<file path="config.mk">
export PLATFORM = sky130hd
export DESIGN_NAME = edge_diag_capture
export DESIGN_NICKNAME = d
export VERILOG_FILES = /design/src/rtl/edge_diag_pkg.sv /design/src/rtl/edge_diag_chan.sv /design/src/rtl/edge_diag_pack.sv /design/src/rtl/edge_diag_snap.sv /design/src/rtl/edge_diag_capture.sv
export SDC_FILE = /design/constraint.sdc
export NUM_CORES = 1
export LEC_CHECK = 0
export BUFFER_PORTS_ARGS = -buffer_cell sky130_fd_sc_hd__buf_2
export CAP_MARGIN = 20
export CORE_MARGIN = 3
export CORE_UTILIZATION = 35
export DETAILED_ROUTE_END_ITERATION = 6
export GPL_ROUTABILITY_DRIVEN = 0
export GPL_TIMING_DRIVEN = 1
export RECOVER_POWER = 50
export SYNTH_ARGS = -nofsm -noshare
export SYNTH_HDL_FRONTEND = slang
export SYNTH_SLANG_ARGS = --single-unit
</file>
<file path="constraint.sdc">
create_clock -name clk -period 1.3 [get_ports clk]
set_input_delay 0.13 -clock clk [delete_from_list [all_inputs] [get_ports clk]]
set_output_delay 0.13 -clock clk [all_outputs]
set_load 0.02 [all_outputs]
</file>
<file path="src/rtl/edge_diag_pkg.sv">
package edge_diag_pkg;
  function automatic int status_width(input int nch);
    return 3 * nch + 4;
  endfunction
endpackage

</file>
<file path="src/rtl/edge_diag_chan.sv">
module edge_diag_chan (
  input  logic clk,
  input  logic rst_n,
  input  logic rise_stb,
  input  logic fall_stb,
  input  logic fly_cmp,
  input  logic off_cmp,
  input  logic cur_ok,
  output logic on_flag,
  output logic off_flag,
  output logic cur_flag
);
  always_ff @(posedge clk) begin
    if (!rst_n) begin
      on_flag  <= 1'b0;
      off_flag <= 1'b0;
      cur_flag <= 1'b1;
    end else begin
      if (rise_stb) on_flag <= fly_cmp;
      if (fall_stb) begin
        off_flag <= off_cmp;
        cur_flag <= cur_ok;
      end
    end
  end

  AST_ON_HOLD: assert property (@(posedge clk) disable iff (!rst_n)
    !rise_stb |=> $stable(on_flag));
  AST_OFF_HOLD: assert property (@(posedge clk) disable iff (!rst_n)
    !fall_stb |=> $stable(off_flag));
  AST_CUR_HOLD: assert property (@(posedge clk) disable iff (!rst_n)
    !fall_stb |=> $stable(cur_flag));
endmodule

</file>
<file path="src/rtl/edge_diag_pack.sv">
module edge_diag_pack #(
  parameter int NCH = 4,
  localparam int W = edge_diag_pkg::status_width(NCH)
) (
  input  logic [NCH-1:0] on_flags,
  input  logic [NCH-1:0] off_flags,
  input  logic [NCH-1:0] cur_flags,
  input  logic           therm_ok,
  input  logic           pin_a,
  input  logic           pin_b,
  output logic [W-1:0]   word
);
  localparam int PIN_A_BIT = 2 * NCH;
  localparam int PIN_B_BIT = 2 * NCH + 1;
  localparam int THERM_BIT = 2 * NCH + 2;
  localparam int CUR_BASE  = 2 * NCH + 3;

  for (genvar c = 0; c < NCH; c++) begin : g_ch
    assign word[2*c]        = on_flags[c];
    assign word[2*c+1]      = off_flags[c];
    assign word[CUR_BASE+c] = cur_flags[c];
  end
  assign word[PIN_A_BIT] = pin_a;
  assign word[PIN_B_BIT] = pin_b;
  assign word[THERM_BIT] = therm_ok;
  assign word[W-1]       = 1'b1;
endmodule

</file>
<file path="src/rtl/edge_diag_snap.sv">
module edge_diag_snap #(
  parameter int W = 16
) (
  input  logic         clk,
  input  logic         rst_n,
  input  logic         start,
  input  logic [W-1:0] live_word,
  output logic         valid,
  input  logic         ready,
  output logic [W-1:0] word
);
  logic take;
  assign take = start && (!valid || ready);

  always_ff @(posedge clk) begin
    if (!rst_n) begin
      valid <= 1'b0;
      word  <= '0;
    end else if (take) begin
      valid <= 1'b1;
      word  <= live_word;
    end else if (ready) begin
      valid <= 1'b0;
    end
  end

  AST_HOLD_STABLE: assert property (@(posedge clk) disable iff (!rst_n)
    valid && !ready |=> valid && $stable(word));
  AST_START_LOADS: assert property (@(posedge clk) disable iff (!rst_n)
    start && (!valid || ready) |=> valid);
  AST_DROP_ON_ACCEPT: assert property (@(posedge clk) disable iff (!rst_n)
    valid && ready && !start |=> !valid);
endmodule

</file>
<file path="src/rtl/edge_diag_capture.sv">
module edge_diag_capture #(
  parameter int NCH = 4,
  localparam int W = edge_diag_pkg::status_width(NCH)
) (
  input  logic           clk,
  input  logic           rst_n,
  input  logic [NCH-1:0] rise_stb,
  input  logic [NCH-1:0] fall_stb,
  input  logic [NCH-1:0] fly_cmp,
  input  logic [NCH-1:0] off_cmp,
  input  logic [NCH-1:0] cur_ok,
  input  logic           therm_ok,
  input  logic           rst_pin_a,
  input  logic           rst_pin_b,
  input  logic           frame_start,
  output logic           snap_valid,
  input  logic           snap_ready,
  output logic [W-1:0]   snap_word
);
  logic [NCH-1:0] on_flags, off_flags, cur_flags;
  logic [W-1:0]   live_word;

  for (genvar c = 0; c < NCH; c++) begin : g_chan
    edge_diag_chan u_chan (
      .clk      (clk),
      .rst_n    (rst_n),
      .rise_stb (rise_stb[c]),
      .fall_stb (fall_stb[c]),
      .fly_cmp  (fly_cmp[c]),
      .off_cmp  (off_cmp[c]),
      .cur_ok   (cur_ok[c]),
      .on_flag  (on_flags[c]),
      .off_flag (off_flags[c]),
      .cur_flag (cur_flags[c])
    );
  end

  edge_diag_pack #(.NCH(NCH)) u_pack (
    .on_flags  (on_flags),
    .off_flags (off_flags),
    .cur_flags (cur_flags),
    .therm_ok  (therm_ok),
    .pin_a     (rst_pin_a),
    .pin_b     (rst_pin_b),
    .word      (live_word)
  );

  edge_diag_snap #(.W(W)) u_snap (
    .clk       (clk),
    .rst_n     (rst_n),
    .start     (frame_start),
    .live_word (live_word),
    .valid     (snap_valid),
    .ready     (snap_ready),
    .word      (snap_word)
  );

  AST_FRAME_ONE: assert property (@(posedge clk) disable iff (!rst_n)
    snap_valid |-> snap_word[W-1]);
  AST_RESET_IDLE: assert property (@(posedge clk)
    !rst_n |=> !snap_valid);
endmodule

</file>
### Word-level counts from Yosys, hierarchy flattened

Index checks and enable logic that the tools add are counted.

* bits in registers: 29
* bits of input ports: 27
* output and inout port bits: 17
* logic and storage cells: 20

* mux-type cells: 2
* reductions and logical operators: 4

Operators by type and width (count)
* $mux W1: 2
* $reduce_bool A2 Y1: 1
* $logic_and A1 B1 Y1: 1
* $logic_not A1 Y1: 1
* $logic_or A1 B1 Y1: 1

### Logic depth before layout (Yosys ltp)

Gate-level depths: netlist (run 1).

* depth in word-level cells: 4
* mapped depth: 5

### Hierarchy

From an unflattened synthesis (run 1), not the netlist that was laid out.

* cell total of the unflattened synthesis: 127
* area, all modules: 1251.2 um2

By module, submodules not included
* edge_diag_snap: instances 1, cells each 74, area each 701.9 um2, seq. area each 340.3 um2
* edge_diag_chan: instances 4, cells each 9, area each 106.4 um2, seq. area each 60.1 um2
* edge_diag_pack: instances 1, cells each 17, area each 123.9 um2, seq. area each 0.0 um2

### Worst setup path before layout (run 1)

Ideal clock, no wire load.

* path kind: flip-flop to flip-flop
* start point: register u_snap.valid
* end point: register u_snap.word[15]
* setup time: 0.115 ns
* data arrival time: 1.074 ns
* required time: 1.185 ns
* setup slack: 0.111 ns
* stages on the path, launching flop included: 6
* path buffers: 2
* cells stage by stage: dfxtp_1 > nor2b_4 > nor2b_2 > buf_6 > buf_12 > o21a_1

* longest elaborated chain between the ends: 3

Ends and longest elaborated chain
* start: declaration: RTL line edge_diag_snap.sv:8 `output logic valid,`
* start signal: assignment: RTL line edge_diag_snap.sv:17 `valid <= 1'b0;`
* start signal: assignment: RTL line edge_diag_snap.sv:20 `valid <= 1'b1;`
* start signal: assignment: RTL line edge_diag_snap.sv:23 `valid <= 1'b0;`
* $logic_not A1 Y1: RTL line edge_diag_snap.sv:13 `assign take = start && (!valid || ready);`
* $logic_or A1 B1 Y1: RTL line edge_diag_snap.sv:13
* $logic_and A1 B1 Y1: RTL line edge_diag_snap.sv:13
* end signal: assignment: RTL line edge_diag_snap.sv:21 `word <= live_word;`
* end: declaration: RTL line edge_diag_snap.sv:10 `output logic [W-1:0] word`

No other way between the ends.
A chain may end at the register's enable or synchronous reset.

### Final worst setup path (run 1)

* start point: register u_snap.valid
* end point: register u_snap.word[12]

The elaborated chain is that of the path after synthesis.

==> results.ini, run 1 <==
[detailed_routing]
drtPass1Iterations=4
drcViolationCount=0
routed_wirelength_um=2167
dr_total_vias=862
ant_nets=0
avgViaCountPerCell=4.354
drtIter0Drc=30
routedWlPerCell_um=10.94

[layout]
nets=182
layout-drive-gt1-share_pct=29.49
final_cell_mix=nand2_1, buf_2, dfxtp_1
finish.utilization_pct=50.09
area_growth_pct=29.43
n_antenna_cell=0

[global_routing]
grt_pass1_vias=825
grtUsageTotal_pct=11.98
grt_max_degree=45
antenna_found_initial=0
grt_pass1_wl_um=3581
grt_remaining_overflow=0

[pwr]
ir_drop_mv=0.6413
sw_frac_of_total_pct=22.34
p_switching_uw=474.2
power_mw=2.123
internal_power_mw=1.648
combPwrFrac_pct=11.3
p_leak_nw=0.6911
pwr-share-seq_pct=45.6
clkPwrFrac_pct=43.1
power.density_nw_per_um2=1461

[clocking]
cts_tree=yes
post_cts_resized=0
htree_levels=2
clock_latency_ns=0.33
path_clk_slew_ns=0.09
cts.sinks=29
cts.hold.buffers_added=0
post_cts_buffers=0
cts-root-buf=clkbuf_4
clockBufferDepth=2
cts-buffers-inserted=5

[logic_synthesis]
syn_area_um2=1122
syn_inst=109
ys_types=10
ys_seq_area_share_pct=51.73
postSynthAreaPerCell_um2=10.30
ys_ff_latch=29
synth_warnings=0
syn_nets=136

[floorplan]
die_area_um2=3922
ios=44
die_width_um=62.63
num_rows=19
core_area_um2=2900
floorplan.initialDensity_pct=38.70
die_h_um=62.63

[sta]
worst_pin_slew_ns=0.2683
rsz0062_at_grt=no
final_hold_viol_count=0
fmax_ghz=0.9328
finalCritPeriodShare_pct=82.47
setup_viol=0
period_minus_slack_ns=1.072
slew_headroom_pct=82.19
fin_tns_setup_ns=0
finClkSkew_ns=0.008004
slew_violations=0

[critical_path]
required_ns=1.57
crit_arrival_ns=1.34
r2r_setup_slack_ns=0.23
worstPathMaxFanout=10
setup.worst_path.end_class=register
crit_type=reg -> reg
rr_worst_depth=4
path_cells=nor2b_1, nor2b_2, buf_4, mux2i_1
start_kind=register
slowest_stage=dfxtp_1
critPathMaxStageDelay_ns=0.32
r2r-end=u_snap.word[12]$_SDFFE_PN0P_
reg2reg_from=u_snap.valid$_SDFFE_PN0P_

[worst_hold_path]
hold_start=cur_ok[0]
holdPathEnd=g_chan[0].u_chan.cur_flag$_SDFFE_PN1P_
min_path_cells=3
hold_path.class=in -> reg

[job]
cap_violations=0

[status]
status=complete, no violations

[placement]
dp_hpwl_um=1587
place.port_buffers=43

[cells in the mapped netlist]
master	count	share of area [%]
buf_2	5	2.2
o21a_1	2	1.3
nor2b_1	8	4.5
buf_12	1	1.8
nor2b_2	1	0.78
mux2i_1	27	24
dfxtp_1	29	52
nand2_1	34	11
buf_6	1	1.0
nor2b_4	1	1.2
[layout make-up]
cell class | instances | area [um^2]
clock buffers | 5 | 37.54
clock inverters | 3 | 65.06
fillers | 298 | 1448
multi-input cells | 73 | 478.0
flip-flops and latches | 29 | 580.6
well taps | 42 | 52.55
repair buffers | 46 | 239.0
[sequential cells by signal, summed over array words and instances, names as in the netlist]
register and flops:
g_chan.u_chan.off_flag 4, g_chan.u_chan.cur_flag 4, u_snap.word 16, u_snap.valid 1
g_chan.u_chan.on_flag 4
[worst max-delay path: cells and delay by family (launching register included)]
family / cells / cell delay (ns)
buffers and inverters: 1 / 0.21
flip-flops: 1 / 0.32
multiplexers: 1 / 0.21
AND/OR/NAND/NOR: 2 / 0.26
[layer usage]
layer / share of wire (%) / global-route usage (%) / vias up
met3: 7.8 / 5.216 / 7
li1: - / - / 449
met5: 0 / 0 / -
met2: 50 / 19.97 / 26
met4: 2.7 / 8.264 / 0
met1: 40 / 11.95 / 380
[kinds of logic (layout without fill, tap and decap cells)]
kind of cell    Yosys count  count (layout)  synth area share (%)
simple gates             44              44                 17.84
compound gates            2               2                 1.337
mux                      27              27                 24.08
buf+inv                   7              54                 5.016
flops                    29              29                 51.73
[how the worst max path moves through the flow]
stage / from / end / slack (ns) / cells after the start
after floorplan: u_snap.valid$_SDFFE_PN0P_ / u_snap.word[15]$_SDFFE_PN0P_ / 0.11 / 5
after global placement: u_snap.valid$_SDFFE_PN0P_ / u_snap.word[4]$_SDFFE_PN0P_ / 0.32 / 4
after detailed placement: u_snap.valid$_SDFFE_PN0P_ / u_snap.word[12]$_SDFFE_PN0P_ / 0.27 / 4
after CTS: u_snap.valid$_SDFFE_PN0P_ / u_snap.word[12]$_SDFFE_PN0P_ / 0.24 / 4
after global routing: u_snap.valid$_SDFFE_PN0P_ / u_snap.word[5]$_SDFFE_PN0P_ / 0.14 / 4
final: u_snap.valid$_SDFFE_PN0P_ / u_snap.word[12]$_SDFFE_PN0P_ / 0.23 / 4
[power by group through the flow]
| stage | registers (mW) | logic [mW] | clock network, mW |
|---|---|---|---|
| after floorplan | 1.02 | 0.125 | 0 |
| after global placement | 0.987 | 0.244 | 0 |
| after detailed placement | 0.989 | 0.252 | 0 |
| after CTS | 0.969 | 0.252 | 0.933 |
| after global routing | 0.977 | 0.266 | 0.974 |
| final | 0.968 | 0.241 | 0.914 |
[stage by stage]
step                instances  worst slack [ns]  instance area, um^2  hold WS, ns
detailed placement        190            0.2674                 1369       0.3534
global route              198            0.1417                 1453     0.009667
global placement          190            0.3184                 1369       0.3423
CTS                       198            0.2425                 1471     0.003431
finish                    198            0.2280                 1453     0.007933
floorplan                 109            0.1115                 1122       0.2538
Power figures use the tool's default switching activity.
==> run 2: changes to the inputs <==
--- a/config.mk
+++ b/config.mk
@@ -5,6 +5,7 @@
 export SDC_FILE = /design/constraint.sdc
 export NUM_CORES = 1
 export LEC_CHECK = 0
+export ABC_AREA = 1
 export BUFFER_PORTS_ARGS = -buffer_cell sky130_fd_sc_hd__buf_2
 export CAP_MARGIN = 20
 export CORE_MARGIN = 3
==> constraint.sdc (replaced) <==
create_clock -name clk -period 1.01 [get_ports clk]
set_input_delay 0.101 -clock clk [delete_from_list [all_inputs] [get_ports clk]]
set_output_delay 0.101 -clock clk [all_outputs]
set_load 0.02 [all_outputs]
==> results.ini, run 2 <==
[detailed_routing]
drcViolationCount=0
routedWlPerCell_um=10.32
drtIter0Drc=23
dr_total_vias=1091
avgViaCountPerCell=4.382
drtPass1Iterations=4
routed_wirelength_um=2569
ant_nets=0

[clocking]
post_cts_buffers=0
cts-root-buf=clkbuf_4
cts_tree=yes
cts.hold.buffers_added=9
clock_latency_ns=0.31
cts.sinks=29
cts-buffers-inserted=5
clockBufferDepth=2
post_cts_resized=0
htree_levels=2
path_clk_slew_ns=0.09

[logic_synthesis]
synth_largest_area_cell=dfxtp_1
synth-simple-area-share_pct=22.51
ys_seq_area_share_pct=50.71
ys.flop_type=dfxtp_1
netlist_top_cells_count=nor2_1, a21oi_1, dfxtp_1
syn_nets=179
ys_ff_latch=29
post-synth-top-count-cell=nor2_1
muxShareOfSynthArea_pct=0
synthXorXnorAreaFrac_pct=0
synthArstFlopShare_pct=0
syn_area_um2=1145
synth-edff-count=0
synth.area.top_cells=dfxtp_1, a21oi_1, nor2_1, nand3_1, inv_1
synth_warnings=0
synthAdderAreaFrac_pct=0
synth_compound_area_share_pct=14.43
ys_types=12
postSynthAreaPerCell_um2=7.532
yosys.area.top_type_share_pct=50.71
syn_inst=152
synth_top_family_by_area=simple AND/OR/NAND/NOR gates

[sta]
fin_tns_setup_ns=0
rsz0062_at_grt=no
fmax_ghz=1.055
setup_viol=0
finClkSkew_ns=0.002729
period_minus_slack_ns=0.9482
worst_slack_ns=0.06176
slew_headroom_pct=83.41
finalCritPeriodShare_pct=93.89
worst_pin_slew_ns=0.2484
final_hold_viol_count=0
slew_violations=0

[critical_path]
setup.worst_path.end_class=primary output
path_delay_family=flip-flops
worstPathMaxFanout=2
required_ns=0.91
crit_type=reg -> out
critPathMaxStageDelay_ns=0.36
crit_arrival_ns=0.85
cp_num_buf_inv=1
slowest_stage=dfxtp_1
start_kind=register
path_cells=buf_2

[global_routing]
grt_max_degree=33
grt_pass1_wl_um=4209
grt_use_met1_pct=14.21
use_met3_pct=3.922
grt_pass1_vias=1047
grtUsageMet2_pct=23.85
grtUsageTotal_pct=13.33
grt_remaining_overflow=0
grt_most_used_layer=met2
antenna_found_initial=0

[floorplan]
ios=44
num_rows=20
die_width_um=63.19
die_h_um=63.19
core_area_um2=3078
floorplan.initialDensity_pct=37.20
die_area_um2=3993

[placement]
place.port_buffers=43
dp_hpwl_um=1784
place_area_um2=1389
pre_cts_ws_ns=0.1177

[layout]
area_growth_pct=33.33
final_cell_mix=buf_2, nor2_1, a21oi_1, dfxtp_1, nand2_1
nFillCells=331
largest_register=u_snap.word
fin_area_um2=1526
nets=232
layout-drive-gt1-share_pct=24.88
n_antenna_cell=0
largest_register_ffs=16
final_common_cell=buf_2
finish.utilization_pct=49.59

[pwr]
p_leak_nw=0.7739
power.density_nw_per_um2=1550
ir_drop_mv=0.7209

[job]
cap_violations=0

[status]
status=complete, no violations

[worst_hold_path]
hold_path.class=in -> reg

run 2: worst register-to-register path, cell delays in order (launching register included):
cell	delay (ns)
dfxtp_1	0.33
nand2_1	0.09
buf_12	0.17
a21oi_1	0.15
nor2_1	0.06
run 2: kinds of logic after synthesis:
kind of cell / Yosys count
compound gates: 33
flops: 29
buf+inv: 27
simple gates: 63
run 2: cell type report:
class                           instances  area, um^2  share of cell area, %
Sequential cell                        29       580.6                  38.03
Multi-Input combinational cell         96       420.4                  27.54
Timing Repair Buffer                   55       347.8                  22.79
Inverter                               18       67.56                  4.426
Clock buffer                            7       55.05                  3.607
Tap cell                               44       55.05                  3.607
run 2: power by group:
| part | switching (mW) | total [mW] | internal (mW) |
|---|---|---|---|
| registers | 0.0326 | 1.26 | 1.22 |
| logic | 0.239 | 0.420 | 0.180 |
| clock network | 0.363 | 0.691 | 0.328 |
| total | 0.635 | 2.37 | 1.73 |
run 2: worst paths after layout:
path,startpoint,slack [ns],endpoint,depth (start not counted)
setup / recovery,u_snap.word[12]$_SDFFE_PN0P_,0.06,snap_word[12],1
hold / removal,fly_cmp[1],0.01,g_chan[1].u_chan.on_flag$_SDFFE_PN0P_,3
setup reg to reg,u_snap.valid$_SDFFE_PN0P_,0.10,u_snap.word[6]$_SDFFE_PN0P_,4
hold reg to reg,u_snap.word[15]$_SDFFE_PN0P_,0.47,u_snap.word[15]$_SDFFE_PN0P_,2
run 2: stage by stage:
step / hold slack [ns] / cells / total power [mW]
final: 0.01137 / 249 / 2.366
after global routing: 0.02606 / 249 / 2.488
after CTS: 0.006032 / 249 / 2.401
after detailed placement: 0.3211 / 233 / 1.683
after global placement: 0.3201 / 233 / 1.670
after floorplan: 0.2014 / 152 / 1.538
run 2: per-layer routing:
metal  vias up  routed length [um]
li1        584                   -
met1       467                1104
met2        34                1256
met3         6                 156
met4         0                  51
met5         -                   0
==> run 3: changes to the inputs <==
--- a/config.mk
+++ b/config.mk
@@ -9,10 +9,11 @@
 export BUFFER_PORTS_ARGS = -buffer_cell sky130_fd_sc_hd__buf_2
 export CAP_MARGIN = 20
 export CORE_MARGIN = 3
-export CORE_UTILIZATION = 35
+export CORE_UTILIZATION = 45
 export DETAILED_ROUTE_END_ITERATION = 6
 export GPL_ROUTABILITY_DRIVEN = 0
 export GPL_TIMING_DRIVEN = 1
+export PLACE_DENSITY = 0.74
 export RECOVER_POWER = 50
 export SYNTH_ARGS = -nofsm -noshare
 export SYNTH_HDL_FRONTEND = slang
==> results.ini, run 3 (synthesis gave the netlist of run 2 again) <==
[critical_path]
setup.worst_path.end_class=primary output
required_ns=0.91
rr_worst_depth=4
critPathMaxStageDelay_ns=0.36
crit_arrival_ns=0.86
path_cells=buf_2
cp_num_buf_inv=1
path_delay_family=flip-flops
crit_type=reg -> out
path_depth=1
start_kind=register
slowest_stage=dfxtp_1
worstPathMaxFanout=2

[global_routing]
grt_remaining_overflow=0
grt_pass1_vias=1018
grt_pass1_wl_um=4443
grtUsageTotal_pct=18.05
grt_max_degree=33
antenna_found_initial=0

[clocking]
cts-buffers-inserted=5
cts_tree=yes
htree_levels=2
cts.sinks=29
post_cts_buffers=0
cts-root-buf=clkbuf_4
clockBufferDepth=2
post_cts_resized=0
path_clk_slew_ns=0.09
clock_latency_ns=0.33

[layout]
regArea_um2=580.6
largest_register=u_snap.word
layout-drive-gt1-share_pct=24.76
nFillCells=205
final_cell_mix=buf_2, nor2_1, a21oi_1, dfxtp_1, nand2_1
final_common_cell=buf_2
area_growth_pct=34.75
nets=236
multiInputGateArea_um2=420.4
n_antenna_cell=0
largest_register_ffs=16

[detailed_routing]
drtIter0Drc=41
routedWlPerCell_um=11.06
ant_nets=0
routed_wirelength_um=2632
drcViolationCount=0
dr_total_vias=1145
avgViaCountPerCell=4.811
drtPass1Iterations=5

[status]
status=complete, no violations

[job]
cap_violations=0

[sta]
whs_ns=0.01313
finalCritPeriodShare_pct=94.73
final_hold_viol_count=0
setup_viol=0
worst_pin_slew_ns=0.2618
fin_tns_setup_ns=0
slew_headroom_pct=82.52
period_minus_slack_ns=0.9567
finClkSkew_ns=0.008575
rsz0062_at_grt=no
fmax_ghz=1.045
slew_violations=0

[floorplan]
die_h_um=56.44
die_width_um=56.44
ios=44
floorplan.initialDensity_pct=49.38
core_area_um2=2318
num_rows=17
die_area_um2=3185

[pwr]
p_leak_nw=0.7917
combPwrFrac_pct=18.5
pwr-share-seq_pct=53.5
p_switching_uw=667.5
internal_power_mw=1.678
clkPwrFrac_pct=28.0
ir_drop_mv=1.247
sw_frac_of_total_pct=28.46
power.density_nw_per_um2=1521

[worst_hold_path]
min_path_cells=3
hold_path.class=in -> reg

[placement]
dp_hpwl_um=1698
place.port_buffers=43

## run 3: cell types whose count changed in the layout (fill, tap and decap cells not counted)
cell / previous run / this run
clkbuf_8: 1 / 0
clkinv_2: 0 / 2
clkbuf_2: 1 / 0
dlygate4sd3_1: 9 / 13
buf_2: 38 / 39
## run 3: metal layers
layer / GRT usage (%) / wire [um] / part of all wire, % / up-vias
met5: 0 / 0 / 0 / -
met1: 20.06 / 1156 / 44 / 499
li1: - / - / - / 601
met3: 7.816 / 184 / 7.0 / 4
met2: 31.02 / 1269 / 48 / 41
met4: 5.085 / 21 / 0.80 / 0
## run 3: final cells by class
class / instances / area share (%)
Clock buffer: 6 / 2.676
Multi-Input combinational cell: 96 / 27.25
Sequential cell: 29 / 37.63
Timing Repair Buffer: 59 / 25.14
Clock inverter: 2 / 0.6488
Tap cell: 28 / 2.271
Inverter: 18 / 4.380
## run 3: repair_timing
action,in CTS,in global routing
endpoints found under the hold margin,9,0
setup endpoints to repair,0,0
hold buffers,13,0
## run 3: path summary, 6_finish.rpt
kind	from	to	slack, ns
hold / removal	fly_cmp[3]	g_chan[3].u_chan.on_flag$_SDFFE_PN0P_	0.01
setup reg to reg	u_snap.valid$_SDFFE_PN0P_	u_snap.word[11]$_SDFFE_PN0P_	0.09
hold reg to reg	u_snap.word[15]$_SDFFE_PN0P_	u_snap.word[15]$_SDFFE_PN0P_	0.48
setup / recovery	u_snap.word[12]$_SDFFE_PN0P_	snap_word[12]	0.05
## run 3: metrics by stage
| step | instances | setup WS, ns | cell area (um^2) | power [mW] | utilization (%) |
|---|---|---|---|---|---|
| 6_report | 238 | 0.05327 | 1543 | 2.346 | 66.54 |
| 5_1_grt | 238 | 0.001185 | 1543 | 2.479 | 66.54 |
| 3_5_place_dp | 217 | 0.1164 | 1369 | 1.679 | 59.04 |
| 4_1_cts | 238 | 0.03100 | 1550 | 2.373 | 66.86 |
| 2_1_floorplan | 152 | 0.02478 | 1145 | 1.538 | - |
| 3_3_place_gp | 217 | 0.1720 | 1369 | 1.666 | 59.04 |
## run 3: power by group through the flow
| stage | Sequential (mW) | Clock, mW | Combinational (mW) |
|---|---|---|---|
| 6_report | 1.26 | 0.657 | 0.433 |
| 5_1_grt | 1.27 | 0.724 | 0.489 |
| 3_5_place_dp | 1.28 | 0 | 0.397 |
| 4_1_cts | 1.26 | 0.680 | 0.436 |
| 2_1_floorplan | 1.34 | 0 | 0.194 |
| 3_3_place_gp | 1.28 | 0 | 0.386 |
